### config.mk
export PLATFORM = sky130hd
export DESIGN_NAME = wthru_dcache
export DESIGN_NICKNAME = d
export VERILOG_FILES = /design/src/rtl/dc_pkg.sv /design/src/rtl/dc_addr_split.sv /design/src/rtl/dc_lines.sv /design/src/rtl/dc_ctrl.sv /design/src/rtl/wthru_dcache.sv
export SDC_FILE = /design/constraint.sdc
export NUM_CORES = 1
export LEC_CHECK = 0
export ABC_CLOCK_PERIOD_IN_PS = 9600
export BUFFER_PORTS_ARGS = -buffer_cell sky130_fd_sc_hd__clkbuf_2
export CORE_MARGIN = 2
export CORE_UTILIZATION = 28
export DETAILED_ROUTE_END_ITERATION = 16
export PLACE_DENSITY = 0.52
export SLEW_MARGIN = 20
export SYNTH_ARGS = -nofsm -noshare
export SYNTH_HDL_FRONTEND = slang
export SYNTH_SLANG_ARGS = --single-unit
### constraint.sdc
create_clock -name clk -period 9.6 [get_ports clk]
set_input_delay 1.92 -clock clk [delete_from_list [all_inputs] [get_ports clk]]
set_output_delay 1.92 -clock clk [all_outputs]
set_load 0.05 [all_outputs]
### src/rtl/dc_pkg.sv
// Package: shared geometry and controller state for the write-through data cache.
// Assumes a 32-bit byte address and 32-bit words.
package dc_pkg;
    localparam int ADDR_W = 32;
    localparam int DATA_W = 32;

    // Controller phases: idle, load-miss refill, store write-through, release
    typedef enum logic [1:0] {
        PH_IDLE    = 2'd0,
        PH_REFILL  = 2'd1,
        PH_STORE   = 2'd2,
        PH_RELEASE = 2'd3
    } dc_phase_e;
endpackage

### src/rtl/dc_addr_split.sv
// Module: splits a byte address into tag, line index and word offset.
// Assumes the byte-in-word bits are below the word offset and are unused.
module dc_addr_split #(
    parameter int ADDR_W = 32,
    parameter int OFF_W  = 2,
    parameter int WORD_W = 2,
    parameter int IDX_W  = 2,
    localparam int TAG_W = ADDR_W - OFF_W - WORD_W - IDX_W
) (
    input  logic [ADDR_W-1:0] addr,
    output logic [TAG_W-1:0]  tag,
    output logic [IDX_W-1:0]  idx,
    output logic [WORD_W-1:0] word
);
    logic unused_byte_bits;

    // Field extraction
    always_comb begin
        word = addr[OFF_W +: WORD_W];
        idx  = addr[OFF_W+WORD_W +: IDX_W];
        tag  = addr[ADDR_W-1 -: TAG_W];
        unused_byte_bits = ^addr[OFF_W-1:0];
    end
endmodule

### src/rtl/dc_lines.sv
// Module: tag, valid and data storage for a direct-mapped cache.
// One lookup port (combinational) and one word write port; tag/valid
// are written separately when a refill completes. Only valid bits reset.
module dc_lines #(
    parameter int DATA_W = 32,
    parameter int TAG_W  = 26,
    parameter int IDX_W  = 2,
    parameter int WORD_W = 2,
    localparam int LINES = 1 << IDX_W,
    localparam int WORDS = 1 << WORD_W
) (
    input  logic              clk,
    input  logic              rst_n,
    input  logic [TAG_W-1:0]  lk_tag,
    input  logic [IDX_W-1:0]  lk_idx,
    input  logic [WORD_W-1:0] lk_word,
    output logic              lk_hit,
    output logic [DATA_W-1:0] lk_data,
    input  logic              w_en,
    input  logic [IDX_W-1:0]  w_idx,
    input  logic [WORD_W-1:0] w_word,
    input  logic [DATA_W-1:0] w_data,
    input  logic              t_en,
    input  logic [IDX_W-1:0]  t_idx,
    input  logic [TAG_W-1:0]  t_tag
);
    logic [LINES-1:0]  valid_q;
    logic [TAG_W-1:0]  tag_q  [LINES];
    logic [DATA_W-1:0] data_q [LINES][WORDS];

    for (genvar b = 0; b < LINES; b++) begin : g_line
        // Valid bit of this line: cleared by reset, set when its tag is written
        always_ff @(posedge clk) begin
            if (!rst_n)
                valid_q[b] <= 1'b0;
            else if (t_en && t_idx == IDX_W'(b))
                valid_q[b] <= 1'b1;
        end

        // Tag of this line
        always_ff @(posedge clk) begin
            if (t_en && t_idx == IDX_W'(b))
                tag_q[b] <= t_tag;
        end

        for (genvar w = 0; w < WORDS; w++) begin : g_word
            // One data word of this line
            always_ff @(posedge clk) begin
                if (w_en && w_idx == IDX_W'(b) && w_word == WORD_W'(w))
                    data_q[b][w] <= w_data;
            end
        end
    end

    // Lookup: hit compare and word select
    always_comb begin
        lk_hit  = valid_q[lk_idx] && (tag_q[lk_idx] == lk_tag);
        lk_data = data_q[lk_idx][lk_word];
    end
endmodule

### src/rtl/dc_ctrl.sv
// Module: penalty sequencer. Accepts a load miss or any store while idle,
// latches it, holds a registered stall for PENALTY cycles, drives the
// memory side (refill words in order, or one write), then spends one
// release cycle in which the held request is not accepted again.
// Assumes PENALTY >= number of words per line.
module dc_ctrl
    import dc_pkg::*;
#(
    parameter int DATA_W  = 32,
    parameter int TAG_W   = 26,
    parameter int IDX_W   = 2,
    parameter int WORD_W  = 2,
    parameter int OFF_W   = 2,
    parameter int PENALTY = 5,
    localparam int WORDS  = 1 << WORD_W,
    localparam int CNT_W  = $clog2(PENALTY),
    localparam int ADDR_W = TAG_W + IDX_W + WORD_W + OFF_W
) (
    input  logic              clk,
    input  logic              rst_n,
    input  logic              rd_req,
    input  logic              wr_req,
    input  logic              hit,
    input  logic [TAG_W-1:0]  in_tag,
    input  logic [IDX_W-1:0]  in_idx,
    input  logic [WORD_W-1:0] in_word,
    input  logic [DATA_W-1:0] in_wdata,
    output logic              stall,
    output logic              mem_rd,
    output logic              mem_wr,
    output logic [ADDR_W-1:0] mem_addr,
    output logic [DATA_W-1:0] mem_wdata,
    output logic              fill_en,
    output logic              fill_last,
    output logic              upd_en,
    output logic [IDX_W-1:0]  line_idx,
    output logic [WORD_W-1:0] line_word,
    output logic [TAG_W-1:0]  line_tag
);
    dc_phase_e         phase_q;
    logic [CNT_W-1:0]  cnt_q;
    logic              stall_q;
    logic              hit_q;
    logic [TAG_W-1:0]  tag_q;
    logic [IDX_W-1:0]  idx_q;
    logic [WORD_W-1:0] word_q;
    logic [DATA_W-1:0] wdata_q;
    logic              start;
    logic              last_cyc;
    logic              busy;

    // Accept decision and end-of-penalty detect
    always_comb begin
        start    = (phase_q == PH_IDLE) && (wr_req || (rd_req && !hit));
        busy     = (phase_q == PH_REFILL) || (phase_q == PH_STORE);
        last_cyc = busy && (cnt_q == CNT_W'(PENALTY - 1));
    end

    // Phase and penalty counter
    always_ff @(posedge clk) begin
        if (!rst_n) begin
            phase_q <= PH_IDLE;
            cnt_q   <= '0;
        end else begin
            case (phase_q)
                PH_IDLE: if (start) begin
                    phase_q <= wr_req ? PH_STORE : PH_REFILL;
                    cnt_q   <= '0;
                end
                PH_REFILL, PH_STORE: if (last_cyc)
                    phase_q <= PH_RELEASE;
                else
                    cnt_q <= cnt_q + 1'b1;
                default: phase_q <= PH_IDLE;
            endcase
        end
    end

    // Registered stall: set on accept, cleared after the last penalty cycle
    always_ff @(posedge clk) begin
        if (!rst_n)
            stall_q <= 1'b0;
        else if (start)
            stall_q <= 1'b1;
        else if (last_cyc)
            stall_q <= 1'b0;
    end

    // Request latch, captured on accept
    always_ff @(posedge clk) begin
        if (start) begin
            hit_q   <= hit;
            tag_q   <= in_tag;
            idx_q   <= in_idx;
            word_q  <= in_word;
            wdata_q <= in_wdata;
        end
    end

    // Memory side and line write controls
    always_comb begin
        stall     = stall_q;
        mem_rd    = (phase_q == PH_REFILL) && (cnt_q < CNT_W'(WORDS));
        mem_wr    = (phase_q == PH_STORE) && (cnt_q == '0);
        fill_en   = mem_rd;
        fill_last = mem_rd && (cnt_q == CNT_W'(WORDS - 1));
        upd_en    = mem_wr && hit_q;
        line_idx  = idx_q;
        line_tag  = tag_q;
        line_word = (phase_q == PH_REFILL) ? cnt_q[WORD_W-1:0] : word_q;
        mem_addr  = {tag_q, idx_q, line_word, {OFF_W{1'b0}}};
        mem_wdata = wdata_q;
    end
endmodule

### src/rtl/wthru_dcache.sv
// Module: top of the write-through, no-allocate, direct-mapped data cache.
// Assumes the pipeline holds its request stable while cpu_stall is high,
// and main memory returns read data in the cycle mem_rd is high.
module wthru_dcache
    import dc_pkg::*;
#(
    parameter int IDX_W   = 2,
    parameter int WORD_W  = 2,
    parameter int PENALTY = 5,
    localparam int OFF_W  = $clog2(DATA_W / 8),
    localparam int TAG_W  = ADDR_W - OFF_W - WORD_W - IDX_W
) (
    input  logic              clk,
    input  logic              rst_n,
    input  logic              cpu_rd,
    input  logic              cpu_wr,
    input  logic [ADDR_W-1:0] cpu_addr,
    input  logic [DATA_W-1:0] cpu_wdata,
    output logic [DATA_W-1:0] cpu_rdata,
    output logic              cpu_stall,
    output logic              mem_rd,
    output logic              mem_wr,
    output logic [ADDR_W-1:0] mem_addr,
    output logic [DATA_W-1:0] mem_wdata,
    input  logic [DATA_W-1:0] mem_rdata
);
    logic [TAG_W-1:0]  a_tag;
    logic [IDX_W-1:0]  a_idx;
    logic [WORD_W-1:0] a_word;
    logic              hit;
    logic              fill_en, fill_last, upd_en;
    logic [IDX_W-1:0]  l_idx;
    logic [WORD_W-1:0] l_word;
    logic [TAG_W-1:0]  l_tag;
    logic [DATA_W-1:0] l_wdata;

    dc_addr_split #(.ADDR_W(ADDR_W), .OFF_W(OFF_W), .WORD_W(WORD_W), .IDX_W(IDX_W)) split_i (
        .addr(cpu_addr), .tag(a_tag), .idx(a_idx), .word(a_word)
    );

    dc_ctrl #(.DATA_W(DATA_W), .TAG_W(TAG_W), .IDX_W(IDX_W), .WORD_W(WORD_W),
              .OFF_W(OFF_W), .PENALTY(PENALTY)) ctrl_i (
        .clk(clk), .rst_n(rst_n), .rd_req(cpu_rd), .wr_req(cpu_wr), .hit(hit),
        .in_tag(a_tag), .in_idx(a_idx), .in_word(a_word), .in_wdata(cpu_wdata),
        .stall(cpu_stall), .mem_rd(mem_rd), .mem_wr(mem_wr),
        .mem_addr(mem_addr), .mem_wdata(mem_wdata),
        .fill_en(fill_en), .fill_last(fill_last), .upd_en(upd_en),
        .line_idx(l_idx), .line_word(l_word), .line_tag(l_tag)
    );

    // Word written into the line: refill data or the store data
    always_comb l_wdata = fill_en ? mem_rdata : mem_wdata;

    dc_lines #(.DATA_W(DATA_W), .TAG_W(TAG_W), .IDX_W(IDX_W), .WORD_W(WORD_W)) lines_i (
        .clk(clk), .rst_n(rst_n),
        .lk_tag(a_tag), .lk_idx(a_idx), .lk_word(a_word),
        .lk_hit(hit), .lk_data(cpu_rdata),
        .w_en(fill_en || upd_en), .w_idx(l_idx), .w_word(l_word), .w_data(l_wdata),
        .t_en(fill_last), .t_idx(l_idx), .t_tag(l_tag)
    );
endmodule

==> results of run 1 <==
-- cell usage after synthesis, drive strengths merged (2+ instances only) --
library cell and number:
nand3b 2, o21ai 5, edfxtp 679, o22ai 3
nor2 32, mux4 173, a21bo 3, a21oi 4
nor2b 3, a21o 2, nand4 8, a222oi 2
mux2 39, xor2 2, nor3b 2, o221ai 3
buf 26, nand3 8, o211ai 2, inv 15
o32ai 2, nand2 27, or3 5, xnor2 19
dfxtp 10, ha 7, o211a 2, mux2i 24
o2111ai 2, clkbuf 24
-- area by class of cell --
type / count / area [µm²]
fillers: 8937 / 62100
clock inverters: 35 / 308
repair buffers: 221 / 1200
multi-input cells: 397 / 5760
flip-flops and latches: 689 / 20600
well taps: 1254 / 1570
inverters: 16 / 62.6
clock buffers: 100 / 2030
-- routing by layer --
metal / share of wire / vias up / global-route usage
met5: 0.00087 / - / 0
met4: 0.022 / 10 / 0.0362
met3: 0.060 / 105 / 0.0330
met2: 0.48 / 341 / 0.212
met1: 0.44 / 6751 / 0.174
li1: - / 5383 / -
-- final timing paths --
path	start	endpoint	slack, ps	cells after the start
hold / removal	ctrl_i.stall$_SDFFE_PN0P_	ctrl_i.stall$_SDFFE_PN0P_	470	2
hold reg to reg	ctrl_i.stall$_SDFFE_PN0P_	ctrl_i.stall$_SDFFE_PN0P_	470	2
setup / recovery	cpu_addr[5]	cpu_rdata[7]	2930	5
setup reg to reg	lines_i.tag_q[1][1]$_DFFE_PP_	ctrl_i.mem_wdata[27]$_DFFE_PP_	5710	9
-- logic make-up after synthesis --
group / Yosys count / synth area share
DFF: 689 / 0.777
muxes: 236 / 0.174
adders and majority gates: 7 / 0.00331
buffers and inverters: 66 / 0.0111
and+or+nand+nor: 95 / 0.0172
other: 1 / 0.000142
AOI/OAI and AO/OA: 36 / 0.0106
xor gates and xnor gates: 21 / 0.00694
-- tightest hold or removal path, delay by kind of cell, from the launching register on --
family	cells	cell delay (ps)
flops	1	310
simple gates	1	50
compound gates	1	50
-- flip-flops by register name, indices dropped and copies added (netlist names) --
signal and cells:
lines_i.data_q 512, ctrl_i.phase_q 2, ctrl_i.line_idx 2, ctrl_i.cnt_q 3
ctrl_i.mem_wdata 32, ctrl_i.stall 1, lines_i.valid_q 4, ctrl_i.word_q 2
ctrl_i.hit_q 1, ctrl_i.line_tag 26, lines_i.tag_q 104
-- power groups by stage --
stage	clock (mW)	combinational (mW)	sequential, mW
3_3_place_gp	0	1.39	4.00
3_5_place_dp	0	1.43	4.02
4_1_cts	2.84	1.44	3.96
6_report	2.76	1.39	3.95
5_1_grt	2.95	1.51	3.97
2_1_floorplan	0	0.687	4.22
-- stage by stage --
stage / cell area (µm²) / hold WS [ps]
floorplan: 26500 / 440
global placement: 29200 / 455
detailed placement: 29200 / 460
CTS: 31500 / 470
global route: 31500 / 491
finish: 31500 / 465
==> flow_metrics.tcl, run 1 <==
set metrics [dict create \
    synthFlopType "edfxtp_1" \
    final_common_cell "edfxtp_1" \
    run_status "finished clean" \
    min_path_type "reg2reg" \
    crit_buf_inv 3 \
    clk_path_buf_depth 3 \
    fin_total_pwr_mw 8.11 \
    overflow 0 \
    finalSetupTns_ps 0 \
    min_period_over_period 0.695 \
    rsz0062_at_grt "no" \
    layout_min_cycle_time_ps 6670 \
    yosysTopAreaCell "edfxtp_1" \
    viasPerCell 4.64 \
    cp_slowest_cell "buf_4" \
    ys_types 51 \
    p_seq_frac 0.488 \
    cp_max_fo 70 \
    maxCapViolations 0 \
    die_w_um 312 \
    place_inst 2577 \
    cp_top_family "buffers and inverters" \
    finalSetupViolations 0 \
    final_layout_size_suffix_gt1_frac 0.379 \
    avgSynthCellArea_um2 23.0 \
    yosys_register_bits 689 \
    maxSlewHeadroom 0.331 \
    synthCells 1151 \
    synth.area.top_cells "edfxtp_1, mux4_2, mux2_2" \
    cp.arrival_ps 4750 \
    nets 1508 \
    pwr_density_cell_nw_per_um2 257 \
    cp.required_ps 7680 \
    synth_area_um2 26500 \
    drt_iter0_markers 939 \
    rows 112 \
    antenna_found_initial 5 \
    crit_path_end_kind "primary output" \
    core-area_um2 93600 \
    vdd_drop_max_uv 146 \
    port-buffer-count 194 \
    yosysTopAreaCellShare 0.770 \
    async_reset_ff_frac 0 \
    yosysWarnings 0 \
    cts_setup_buffers 0 \
    dr_total_vias 12600 \
    instances_no_fill 2712 \
    syn_to_final_growth_pct 19.0 \
    dieArea_um2 97100 \
    final_util 0.337 \
    skew_ps 25.9 \
    grt_max_degree 80 \
    path_class "in2out" \
    worst_pin_slew_ps 1000 \
    ioPinCount 199 \
    dp_hpwl_um 33200 \
    start_util 0.283 \
    final_cell_mix "edfxtp_1, clkbuf_2, mux4_2, clkbuf_16, mux2_2" \
    gp_congestion 0.734 \
    grt_pass1_vias 13500 \
    wl_per_cell_um 23.3 \
    maxClockFrequency_mhz 150 \
    hold_buffers 0 \
    pre_cts_ws_ps 2850 \
    clock_latency_ps 630 \
    clk_pin_slew_worst_paths_ps 60 \
    htree_levels 3 \
    p_int_mw 5.75 \
    die_height_um 312 \
    numCtsBuffers 76 \
    slowest_delay_ps 920 \
    root_buffer "clkbuf_16" \
    drc_errors 0 \
    drt-total-wl_um 63200 \
    clockPowerShare 0.340 \
    cts_resized 0 \
    cpMostUsedCell "mux4_2" \
    n_antenna_cell 0 \
    cts_tree "done" \
    grtUsageTotal 0.131 \
    maxSlewViolCount 0 \
    p_leak_nw 10.2 \
    synth_edf_count 679 \
    clock_sinks 689 \
    netSwitchingFraction 0.290 \
    p_sw_mw 2.35 \
    final_hold_viol_count 0 \
    ant_nets 0 \
    cp-start-kind "input port" \
    crit_chain "buf_6 -> buf_4 -> mux4_2 -> mux4_2 -> clkbuf_2" \
    first_pass_iters 4 \
    fin_ws_ps 2930 \
    grt_pass1_wl_um 92200 \
    combPwrFrac 0.172 \
    ys_seq_area_frac 0.777 \
]
Note: power is estimated with default switching activity, not from simulation.
==> run 2: changes to the inputs <==
Settings changed: ABC_CLOCK_PERIOD_IN_PS 9600 to 5730, PLACE_DENSITY 0.52 to 0.54.
Clock period 9.6 ns to 5.73 ns, I/O delays scaled along.
==> run 2 against run 1 <==
Count of clock-buffer cells in the layout is 4 lower. Critical path depth did not move. Sequential share of layout area is 0.54 points lower. First-iteration DRC count down 6.2%. Final cell count rose by 0.59%. Total power rose by 71%. Die area unchanged. Critical endpoint is now cpu_rdata[12]. Highest routed layer unchanged.
==> flow_metrics.tcl, run 2 (synthesis results as in run 1) <==
set metrics [dict create \
    clock_sinks 689 \
    pwr_density_cell_nw_per_um2 436 \
    drt_iter0_markers 881 \
    min_path_type "reg2reg" \
    syn_to_final_growth_pct 20.0 \
    maxSlewViolCount 0 \
    grt_pass1_wl_um 91700 \
    final_hold_viol_count 0 \
    cp-startpoint "cpu_addr[5]" \
    nets 1517 \
    viasPerCell 4.61 \
    slowest_delay_ps 710 \
    crit_path_end_kind "primary output" \
    vdd_drop_max_uv 249 \
    gp_congestion 0.755 \
    drt-total-wl_um 63200 \
    layout_min_cycle_time_ps 4900 \
    start_util 0.283 \
    p_seq_frac 0.478 \
    rrSetupSlack_ps 2350 \
    dieArea_um2 97100 \
    finalSetupViolations 0 \
    die_w_um 312 \
    pre_cts_ws_ps 803 \
    maxClockFrequency_mhz 204 \
    path_class "in2out" \
    cts_resized 0 \
    p_sw_mw 3.95 \
    rsz0062_at_grt "no" \
    cts_setup_buffers 0 \
    crit_buf_inv 3 \
    ant_nets 0 \
    hold_buffers 0 \
    crit_chain "clkbuf_8 -> buf_4 -> mux4_2 -> mux4_2 -> clkbuf_2" \
    clock_latency_ps 630 \
    final_common_cell "edfxtp_1" \
    rows 112 \
    drc_errors 0 \
    grt_max_degree 72 \
    path_depth 5 \
    first_pass_iters 5 \
    r2r-end "ctrl_i.mem_wdata[31]$_DFFE_PP_" \
    run_status "finished clean" \
    worstRegToRegCells 9 \
    p_int_mw 9.92 \
    cp-start-kind "input port" \
    ioPinCount 199 \
    numCtsBuffers 79 \
    maxSlewHeadroom 0.262 \
    final_util 0.340 \
    clk_path_buf_depth 3 \
    fin_ws_ps 831 \
    root_buffer "clkbuf_16" \
    maxCapViolations 0 \
    worst_pin_slew_ps 1100 \
    largest_register_ff_count 512 \
    min_period_over_period 0.855 \
    cts_tree "done" \
    place_inst 2582 \
    port-buffer-count 194 \
    dr_total_vias 12600 \
    cpMostUsedCell "mux4_2" \
    finalSetupTns_ps 0 \
    dp_hpwl_um 36100 \
    grt_pass1_vias 13500 \
    clockPowerShare 0.354 \
    cp_slowest_cell "buf_4" \
    die_height_um 312 \
    grtUsageTotal 0.130 \
    antenna_found_initial 5 \
    overflow 0 \
    htree_levels 3 \
    p_leak_nw 10.3 \
    combPwrFrac 0.169 \
    final_cell_mix "edfxtp_1, clkbuf_2, mux4_2, clkbuf_16, mux2_2" \
    skew_ps 30.9 \
    cp.arrival_ps 3750 \
    r2r-start "lines_i.tag_q[1][11]$_DFFE_PP_" \
    endpoint "cpu_rdata[12]" \
    top_register "lines_i.data_q" \
    cp_top_family "buffers and inverters" \
    instances_no_fill 2728 \
    cp_max_fo 71 \
    netSwitchingFraction 0.285 \
    cp.required_ps 4580 \
    wl_per_cell_um 23.2 \
    clk_pin_slew_worst_paths_ps 60 \
    final_layout_size_suffix_gt1_frac 0.387 \
    core-area_um2 93600 \
]
==> run 2: cell types whose count changed in the layout (fill, tap and decap cells not counted), sizes merged, moves of 4 or more <==
cell	previous run	this run
clkinvlp	6	2
buf	31	35
clkinv	22	35
bufinv	2	7
==> run 2: power by group through the flow <==
stage               sequential [mW]  clock (mW)  combinational [mW]
detailed placement             6.74           0                2.39
global placement               6.71           0                2.32
CTS                            6.63        5.05                2.39
floorplan                      7.07           0                1.15
global route                   6.66        5.25                2.53
finish                         6.63        4.91                2.34
==> run 2: layout make-up <==
type | instances | area [µm²]
antenna | 2 | 5.00
timing repair buffer | 227 | 1270
multi-input combinational | 397 | 5760
clock buffer | 96 | 2060
tap | 1254 | 1570
fill | 8849 | 61800
sequential | 689 | 20600
clock inverter | 47 | 472
inverter | 16 | 61.3
==> run 2: how the worst min path moves through the flow <==
stage                                                from                               to  slack, ps  cells past startpoint
after detailed placement        ctrl_i.stall$_SDFFE_PN0P_        ctrl_i.stall$_SDFFE_PN0P_        470                      2
after floorplan           lines_i.valid_q[1]$_SDFFE_PN0P_  lines_i.valid_q[1]$_SDFFE_PN0P_        440                      2
final                           ctrl_i.stall$_SDFFE_PN0P_        ctrl_i.stall$_SDFFE_PN0P_        470                      2
after global placement          ctrl_i.stall$_SDFFE_PN0P_        ctrl_i.stall$_SDFFE_PN0P_        460                      2
after CTS                       ctrl_i.stall$_SDFFE_PN0P_        ctrl_i.stall$_SDFFE_PN0P_        480                      2
after global routing      lines_i.valid_q[2]$_SDFFE_PN0P_  lines_i.valid_q[2]$_SDFFE_PN0P_        500                      2
==> run 2: layer usage <==
metal | global-route usage | vias up | routed length, µm
li1 | - | 5405 | -
met1 | 0.162 | 6681 | 26300
met2 | 0.217 | 360 | 31100
met3 | 0.0400 | 119 | 4260
met4 | 0.0373 | 8 | 1520
met5 | 0 | - | 48
==> run 2: metrics by stage <==
stage | total power [mW] | hold slack (ps) | instance area, µm²
2_1_floorplan | 8.22 | 440 | 26500
3_3_place_gp | 9.03 | 459 | 29200
3_5_place_dp | 9.13 | 468 | 29200
4_1_cts | 14.1 | 478 | 31800
5_1_grt | 14.4 | 499 | 31800
6_report | 13.9 | 472 | 31800
==> run 2: worst reg2reg max path, cell delays in order, from the launching register on <==
cell      delay (ps)
edfxtp_1         350
mux4_1           520
xor2_1           160
a21o_1           190
or3_1            390
nor4b_2          470
a21boi_1         160
o21ai_0          330
clkinv_2         100
buf_4            330
